[config.mk]
export PLATFORM = sky130hd
export DESIGN_NAME = core_tick_timer
export DESIGN_NICKNAME = d
export VERILOG_FILES = /design/src/rtl/tick_timer_pkg.sv /design/src/rtl/tt_wr_delay.sv /design/src/rtl/tt_prescale.sv /design/src/rtl/tt_irq_count.sv /design/src/rtl/core_tick_timer.sv
export SDC_FILE = /design/constraint.sdc
export NUM_CORES = 1
export LEC_CHECK = 0
export BUFFER_PORTS_ARGS = -buffer_cell sky130_fd_sc_hd__clkbuf_2
export CAP_MARGIN = 20
export CORE_MARGIN = 2
export CORE_UTILIZATION = 50
export CTS_CLUSTER_SIZE = 28
export DETAILED_ROUTE_END_ITERATION = 16
export GPL_TIMING_DRIVEN = 0
export HOLD_SLACK_MARGIN = 0.12
export PLACE_DENSITY_LB_ADDON = 0.3
export REMOVE_ABC_BUFFERS = 1
export SETUP_SLACK_MARGIN = 0.15
export SYNTH_ARGS = -nofsm -noshare
export SYNTH_HDL_FRONTEND = slang
export SYNTH_SLANG_ARGS = --single-unit
[constraint.sdc]
create_clock -name clk -period 6.4 [get_ports clk]
set_input_delay 0.32 -clock clk [delete_from_list [all_inputs] [get_ports clk]]
set_output_delay 0.32 -clock clk [all_outputs]
set_load 0.01 [all_outputs]
[src/rtl/tick_timer_pkg.sv]
package tick_timer_pkg;
  localparam logic [7:0] ADDR_RELOAD = 8'h00;
  localparam logic [7:0] ADDR_COUNT  = 8'h08;
  localparam logic [7:0] ADDR_CTRL   = 8'h20;
  localparam logic [7:0] ADDR_STAT   = 8'h30;
  localparam logic [7:0] ADDR_ENABLE = 8'h34;
  localparam logic [7:0] ADDR_WACK   = 8'h40;

  localparam int CTRL_TICK_RUN = 0;
  localparam int CTRL_IRQ_RUN  = 1;
  localparam int CTRL_INTERVAL = 2;
  localparam int COUNT_UPDATE  = 31;

  typedef enum logic [1:0] {
    TGT_NONE   = 2'd0,
    TGT_RELOAD = 2'd1,
    TGT_COUNT  = 2'd2,
    TGT_CTRL   = 2'd3
  } wr_tgt_e;

  typedef struct packed {
    wr_tgt_e     tgt;
    logic [31:0] data;
  } wr_req_t;
endpackage

[src/rtl/tt_wr_delay.sv]
module tt_wr_delay
  import tick_timer_pkg::*;
#(
  parameter int DEPTH = 3
) (
  input  logic    clk,
  input  logic    rst_n,
  input  wr_req_t in_req,
  output wr_req_t out_req
);
  wr_req_t stage [DEPTH];

  generate
    for (genvar i = 0; i < DEPTH; i++) begin : g_stage
      always_ff @(posedge clk) begin
        if (!rst_n) begin
          stage[i] <= '{tgt: TGT_NONE, data: '0};
        end else if (i == 0) begin
          stage[i] <= in_req;
        end else begin
          stage[i] <= stage[(i == 0) ? 0 : i - 1];
        end
      end
    end
  endgenerate

  assign out_req = stage[DEPTH-1];
endmodule

[src/rtl/tt_prescale.sv]
module tt_prescale #(
  parameter int W = 32
) (
  input  logic         clk,
  input  logic         rst_n,
  input  logic         run,
  input  logic         tick_en,
  input  logic         load,
  input  logic [W-1:0] load_val,
  output logic [W-1:0] reload,
  output logic         wrap
);
  logic [W-1:0] cnt;

  assign wrap = run && tick_en && !load && (cnt == '0);

  always_ff @(posedge clk) begin
    if (!rst_n) begin
      reload <= '0;
      cnt    <= '0;
    end else if (load) begin
      reload <= load_val;
      cnt    <= load_val;
    end else if (run && tick_en) begin
      cnt <= (cnt == '0) ? reload : cnt - 1'b1;
    end
  end


  halt_hold_chk: assert property (@(posedge clk) disable iff (!rst_n)
    (!run && !load) |=> $stable(cnt));


  cnt_bound_chk: assert property (@(posedge clk) disable iff (!rst_n)
    cnt <= reload);
endmodule

[src/rtl/tt_irq_count.sv]
module tt_irq_count #(
  parameter int W = 31
) (
  input  logic         clk,
  input  logic         rst_n,
  input  logic         step,
  input  logic         run,
  input  logic         interval,
  input  logic         load,
  input  logic [W-1:0] load_val,
  output logic [W-1:0] buffer,
  output logic         expire
);
  logic [W-1:0] cnt;
  logic         last;

  assign last   = (cnt <= W'(1));
  assign expire = step && run && !load && last;

  always_ff @(posedge clk) begin
    if (!rst_n) begin
      buffer <= '0;
      cnt    <= '0;
    end else if (load) begin
      buffer <= load_val;
      cnt    <= load_val;
    end else if (step && run) begin
      if (last) cnt <= interval ? buffer : '0;
      else      cnt <= cnt - 1'b1;
    end
  end


  idle_hold_chk: assert property (@(posedge clk) disable iff (!rst_n)
    (!run && !load) |=> $stable(cnt));


  interval_reload_chk: assert property (@(posedge clk) disable iff (!rst_n)
    (expire && interval) |=> (cnt == buffer));
endmodule

[src/rtl/core_tick_timer.sv]
module core_tick_timer
  import tick_timer_pkg::*;
#(
  parameter int WR_DELAY = 3,
  parameter int TICK_W   = 32,
  parameter int ICNT_W   = 31
) (
  input  logic        clk,
  input  logic        rst_n,
  input  logic        bus_wr,
  input  logic [7:0]  bus_addr,
  input  logic [31:0] bus_wdata,
  output logic [31:0] bus_rdata,
  input  logic        tick_en,
  output logic        irq
);
  localparam int WACK_BITS = 3;

  wr_req_t    req_in, req_out;
  logic       land_reload, land_count, land_ctrl, count_load;
  logic [2:0] ctrl;
  logic       pend, ien;
  logic [WACK_BITS-1:0] wack;
  logic [TICK_W-1:0]    reload;
  logic [ICNT_W-1:0]    cbuf;
  logic       wrap, expire;

  always_comb begin
    req_in = '{tgt: TGT_NONE, data: bus_wdata};
    if (bus_wr) begin
      case (bus_addr)
        ADDR_RELOAD: req_in.tgt = TGT_RELOAD;
        ADDR_COUNT:  req_in.tgt = TGT_COUNT;
        ADDR_CTRL:   req_in.tgt = TGT_CTRL;
        default:     req_in.tgt = TGT_NONE;
      endcase
    end
  end

  tt_wr_delay #(.DEPTH(WR_DELAY)) u_delay (
    .clk(clk), .rst_n(rst_n), .in_req(req_in), .out_req(req_out)
  );

  assign land_reload = (req_out.tgt == TGT_RELOAD);
  assign land_count  = (req_out.tgt == TGT_COUNT);
  assign land_ctrl   = (req_out.tgt == TGT_CTRL);
  assign count_load  = land_count && req_out.data[COUNT_UPDATE];

  tt_prescale #(.W(TICK_W)) u_pre (
    .clk(clk), .rst_n(rst_n), .run(ctrl[CTRL_TICK_RUN]), .tick_en(tick_en),
    .load(land_reload), .load_val(req_out.data[TICK_W-1:0]),
    .reload(reload), .wrap(wrap)
  );

  tt_irq_count #(.W(ICNT_W)) u_icnt (
    .clk(clk), .rst_n(rst_n), .step(wrap), .run(ctrl[CTRL_IRQ_RUN]),
    .interval(ctrl[CTRL_INTERVAL]), .load(count_load),
    .load_val(req_out.data[ICNT_W-1:0]), .buffer(cbuf), .expire(expire)
  );

  logic stat_clr, ien_wr, wack_wr;
  assign stat_clr = bus_wr && (bus_addr == ADDR_STAT) && bus_wdata[0];
  assign ien_wr   = bus_wr && (bus_addr == ADDR_ENABLE);
  assign wack_wr  = bus_wr && (bus_addr == ADDR_WACK);

  always_ff @(posedge clk) begin
    if (!rst_n) begin
      ctrl <= '0;
      pend <= 1'b0;
      ien  <= 1'b0;
      wack <= '0;
    end else begin
      if (land_ctrl)
        ctrl <= req_out.data[2:0];
      else if (expire && !ctrl[CTRL_INTERVAL])
        ctrl[CTRL_IRQ_RUN] <= 1'b0;
      pend <= (pend && !stat_clr) || expire;
      if (ien_wr) ien <= bus_wdata[0];
      wack <= (wack & ~(wack_wr ? {bus_wdata[3], bus_wdata[1:0]} : 3'b000))
            | {land_ctrl, land_count, land_reload};
    end
  end

  assign irq = pend && ien;

  always_comb begin
    case (bus_addr)
      ADDR_RELOAD: bus_rdata = 32'(reload);
      ADDR_COUNT:  bus_rdata = 32'(cbuf);
      ADDR_CTRL:   bus_rdata = {29'd0, ctrl};
      ADDR_STAT:   bus_rdata = {31'd0, pend};
      ADDR_ENABLE: bus_rdata = {31'd0, ien};
      ADDR_WACK:   bus_rdata = {28'd0, wack[2], 1'b0, wack[1:0]};
      default:     bus_rdata = '0;
    endcase
  end


  oneshot_clear_chk: assert property (@(posedge clk) disable iff (!rst_n)
    (expire && !ctrl[CTRL_INTERVAL] && !land_ctrl) |=> !ctrl[CTRL_IRQ_RUN]);


  pend_set_chk: assert property (@(posedge clk) disable iff (!rst_n)
    expire |=> pend);


  wack_reload_chk: assert property (@(posedge clk) disable iff (!rst_n)
    $rose(wack[0]) |-> $past(req_out.tgt == TGT_RELOAD));


  halted_quiet_chk: assert property (@(posedge clk) disable iff (!rst_n)
    (!ctrl[CTRL_TICK_RUN] && !ctrl[CTRL_IRQ_RUN]) |-> !expire);
endmodule

# Word-level counts from Yosys, hierarchy flattened

Memories as Yosys holds them, arrays and structs flattened.
Cells that the tools add are included.
Widths: inputs -> output; s select.

Bits in registers: 134
Output and inout bits: 33
Memories kept: 1
RAM bits: 102

Multiplexer cells: 18
Add/sub/neg operators: 2
Equality and inequality tests: 8
$lt $le $gt $ge: 1
Reductions and logical operators: 24
Bitwise operators: 6

Memories:

| memory        | words | bits a word | read ports | clocked after memory_dff | write ports | RTL line          | source |
|---|---|---|---|---|---|---|---|
| u_delay.stage | 3     | 34          | 3          | 0                        | 3           | tt_wr_delay.sv:11 | `wr_req_t stage [DEPTH];` |

Operators by type and width:

| operator              | count |
|---|---|
| $pmux 32 s6           | 1 |
| $mux 31               | 4 |
| $mux 34               | 3 |
| $mux 32               | 3 |
| $logic_not 32->1      | 1 |
| $sub 32x1->32 const B | 1 |
| $le 31x1->1 const B   | 1 |
| $sub 31x1->31 const B | 1 |
| $eq 8x6->1 const B    | 3 |
| $logic_and 1x1->1     | 14 |
| $eq 8x4->1 const B    | 1 |
| $eq 8x7->1 const B    | 1 |
| $logic_not 8->1       | 1 |
| $pmux 2 s3            | 1 |
| $reduce_bool 2->1     | 3 |
| $eq 2x2->1 const B    | 2 |
| $logic_not 1->1       | 4 |
| $mux 1                | 4 |
| $and 3x3->3           | 1 |
| $mux 3                | 1 |
| $not 3->3             | 1 |
| $or 1x1->1            | 3 |
| $or 3x3->3            | 1 |
| $eq 2x1->1 const B    | 1 |
| other kinds (2)       | 2 |

# Logic depth before layout (Yosys ltp)

Depth after elaboration: 10
Gate-level depth with buffers: 10
Depth with buffers taken out: 8

# By module

A second synthesis with hierarchy kept.

Cells, all modules: 1115
Area total of the unflattened synthesis: 10744.1 um^2

Modules (own cells, without submodules):

| module          | area each (um^2) | sequential area each (um^2) | instances | cells an instance |
|---|---|---|---|---|
| tt_irq_count    | 3592.2           | 1241.2                      | 1         | 429 |
| tt_prescale     | 3453.3           | 1281.2                      | 1         | 370 |
| tt_wr_delay     | 2791.4           | 2042.0                      | 1         | 215 |
| core_tick_timer | 907.1            | 160.2                       | 1         | 101 |

# Worst setup path after synthesis

Ideal clock, no wire load.

Path kind: register to register
From: reg u_icnt.cnt[23]
To: reg u_icnt.cnt[28]
Buffers on the path: 3
Library setup time: 0.119 ns
Data arrival time: 2.368 ns
Setup slack: 3.913 ns
Stages on the path, launching flop included: 10
Clock period less this slack: 2.487 ns
Cell sequence: dfxtp_1 or4_4 or4_1 buf_2 or3_1 buf_2 buf_6 nand2_4 a31oi_1 o221a_2

Longest elaborated chain between the ends: 4

Ends and longest elaborated chain:

| item                                         | RTL line                               | source |
|---|---|---|
| start: declaration                           | tt_irq_count.sv:14                     | `logic [W-1:0] cnt;` |
| start signal: assignment                     | tt_irq_count.sv:26                     | `cnt <= load_val;` |
| start signal: assignment                     | tt_irq_count.sv:28                     | `if (last) cnt <= interval ? buffer : '0;` |
| start signal: assignment                     | tt_irq_count.sv:29                     | `else cnt <= cnt - 1'b1;` |
| $sub 31x1->31 or $le 31x1->1 (tied branches) | tt_irq_count.sv:29, tt_irq_count.sv:17 |  |
| $mux 31 (*)                                  | tt_irq_count.sv:28                     |  |
| $mux 31 (*)                                  | tt_irq_count.sv:27                     | `end else if (step && run) begin` |
| $mux 31 (*)                                  | tt_irq_count.sv:24                     | `end else if (load) begin` |

Mark *: on every way between the ends. The rest lies on a longest branch, timed or not. The select of a mux whose other input is x is not followed.
A chain may end at the register's enable or synchronous reset.

==> results.ini <==
[run_status]
status=complete, no violations

[floorplanning]
core.rowCount=52
die-height_um=147
floorplan.initialDensity_pct=50.9
area_of_the_core_mm2=0.0202
design.portCount=77
dieWidth_um=147
fp.dieArea_mm2=0.0217

[yosys]
synth-seq-cells=236
syn_inst=1213
largest_area_contributor_in_the_netlist=dfxtp_1
post_synth_top_flop=dfxtp_1
netlist_area_mm2=0.0103
synthTopCellsByArea=dfxtp_1, nand2_1, and2_1
syn-mean-instance-area_um2=8.46
synthesis.yosys.warnings=0
yosysSeqAreaShare_pct=46.0
ys_async_sr_fraction_pct=0
count_of_flip_flops_with_a_built_in_enable_after_synthesis=0
yosysUniqueCellTypes=70
synth_top_area_share_pct=46.0

[grt]
grt_use_met3_pct=3.04
met1_global_route_usage_pct=35.9
met2_demand_to_capacity_share_in_global_routing_pct=40.8
globalRouteOverflowTotal=0
pin_count_of_the_biggest_net_entering_global_routing=101
number_of_antenna_violations_at_the_first_check_in_global_routing=0
grt.total_usage_pct=25.8
grt_most_used_layer=met2
first_global_vias=8414
grt_pass1_wl_um=45100

[placement]
place.detailed.instances=1485
placement.io_buffers=76
gpl.final_weighted_congestion=0.884
placement.setup.worst_slack_ns=2.87
detailedPlacementHpwl_um=18700

[routing]
first_pass_iters=5
finalWirelength_um=28300
detailroute.via_count=9165
initialDrtViolationCount=1068
antenna_left=0
wire_per_inst_um=18.1
detail_route.drc_violations=0
avgViaCountPerCell=5.87

[critical_path]
type_of_destination_of_the_critical_path=flip-flop
worst_path_class_setup=flip-flop to flip-flop
critPathRequiredTime_ns=6.84
slowest_stage=nand2b_2
crit_path_max_incr_delay_ns=0.83
r2r_end=u_icnt.cnt[16]$_SDFFE_PN0P_
crit_chain=nand2b_2 -> nand4b_1 -> or3_1 -> nand2_1 -> o22ai_1 -> a211oi_1
endpoint=u_icnt.cnt[16]$_SDFFE_PN0P_
worst-r2r-setup-slack_ns=2.78
critPathMaxFanout=43
critPathLaunch=u_delay.stage[2][33]$_SDFF_PN0_
startpoint_type=flip-flop
origin_of_the_critical_flop_to_flop_path=u_delay.stage[2][33]$_SDFF_PN0_
ff2ff_path_depth=6
worst_ep_arrival_ns=4.05

[layout]
final_layout_size_suffix_gt1_share_pct=12.5
n_antenna_cell=0
layout_area_overhead_pct=18.4
layout.nets=1323
final_cells=1562
layout.filler_cells=1789

[clock_network]
cts.repair.resized=0
cts_post_setup_buffers_inserted=0
cts_inserted_buffers=26
htreeDepth=1
cts_hold_buf=32
clock_tree.root_cell=clkbuf_16
tritoncts=done
path_clk_slew_ns=0.06
clk_latency_ns=0.53
max-clock-path-buffers=3
cts_num_sinks=236

[power_and_ir_drop]
power.density_cell_area_mw_per_mm2=259
overall_power_mw=3.15
cellLeakagePower_nw=4.76
power.ir.vdd_worst_v=0.000232

[timing]
worst_clock_skew_ns=0.0158
upper_clock_frequency_limit_mhz=276
worst_pin_slew_ns=1.02
min_period_over_period_pct=56.5
hold_viol=0
holdWs_ns=0.143
layout_setup_ws_ns=2.78
timing.final.setup_violations=0
max_slew_margin_pct=31.1
final.setup.tns_ns=0
rsz0062_at_grt=false
final.min_clock_period_ns=3.62
timing.final.max_slew_violations=0

[job]
maxCapViolCount=0

[min_path]
hp-class=primary input to flip-flop

[registers in the layout, indices dropped and copies added, names as in the netlist]
signal,count
u_icnt.buffer,31
u_pre.cnt,32
ien,1
u_delay.stage,102
u_pre.reload,32
wack,3
pend,1
u_icnt.cnt,31
ctrl,3
[power breakdown]
part           switching (mW)  internal [mW]
sequential             0.0102           1.49
clock                   0.583          0.988
combinational          0.0382         0.0410
[cell type report]
cell class	count	area, um^2	area share [%]
clock buffers	40	815	6.70
clock inverters	5	100	0.823
flip-flops and latches	236	4720	38.9
well taps	270	338	2.78
repair buffers	122	986	8.11
multi-input cells	878	5150	42.4
inverters	11	43.8	0.360
[worst min path at each step]
stage | startpoint | to | depth (start not counted)
6_report | bus_wr | u_delay.stage[0][32]$_SDFF_PN0_ | 2
5_1_grt | bus_wr | u_delay.stage[0][32]$_SDFF_PN0_ | 2
4_1_cts | bus_wr | u_delay.stage[0][32]$_SDFF_PN0_ | 2
3_5_place_dp | u_delay.stage[1][24]$_SDFF_PN0_ | u_delay.stage[2][24]$_SDFF_PN0_ | 1
3_3_place_gp | u_delay.stage[0][18]$_SDFF_PN0_ | u_delay.stage[1][18]$_SDFF_PN0_ | 1
2_1_floorplan | u_delay.stage[0][0]$_SDFF_PN0_ | u_delay.stage[1][0]$_SDFF_PN0_ | 1
[cells in the final DEF (no fill, tap or decap), drive strengths merged, types with 27 or more instances in the layout]
master and count:
dlygate4sd3 32, a22o 28, nor4 29, and2 108
dfxtp 236, nor2 71, nor3 29, o22ai 27
nand2 200, a21oi 95, o21ai 46, clkbuf 116
[cells in the mapped netlist (4+ instances only)]
cell type    n
dfxtp_1    236
nand2_1    199
and2_1     108
a21oi_1     94
clkbuf_1    70
nor2_1      70
o21ai_0     45
a22o_1      28
nor3_1      27
o22ai_1     27
a21boi_0    26
nand3_1     26
nor4_1      25
xnor2_1     24
a31oi_1     19
or3_1       12
xor2_1      12
inv_1       11
buf_2        8
nand4_1      7
and3_1       6
mux2i_1      6
o211a_1      6
o32ai_1      6
buf_1        5
nand2b_1     5
nand4b_1     5
o211ai_1     5
a221oi_1     4
buf_4        4
ha_1         4
o221a_1      4
o221a_2      4
o31ai_1      4
or4_1        4
[kinds of logic (layout without fill, tap and decap cells)]
logic type               count (synthesis)  count (layout)  share of synthesized area (%)
AO/OA/AOI/OAI                          311             311                           20.1
multiplexers                             6               6                          0.585
adder cells (fa/ha/maj)                  4               4                          0.487
XOR/XNOR                                36              36                           3.07
buffers and inverters                   99             178                           3.94
AND/OR/NAND/NOR                        521             521                           25.8
flip-flops                             236             236                           46.0
[critical path, delay by kind of cell, from the launching register on]
family | cells | cell delay (ns)
AO/OA/AOI/OAI | 2 | 0.44
flip-flops | 1 | 0.52
AND/OR/NAND/NOR | 4 | 2.53
[metal layers]
layer  vias up  share of wire, %
met5         -                 0
met4         0               3.5
met3        74               8.0
met2       416                45
met1      4274                43
li1       4401                 -
[stage by stage]
step | area (um^2) | util (%)
floorplan | 9900 | -
global placement | 10600 | 52.7
detailed placement | 10900 | 54.2
CTS | 12200 | 60.3
global route | 12200 | 60.3
finish | 12200 | 60.3
Note: power is estimated with default switching activity, not from simulation.
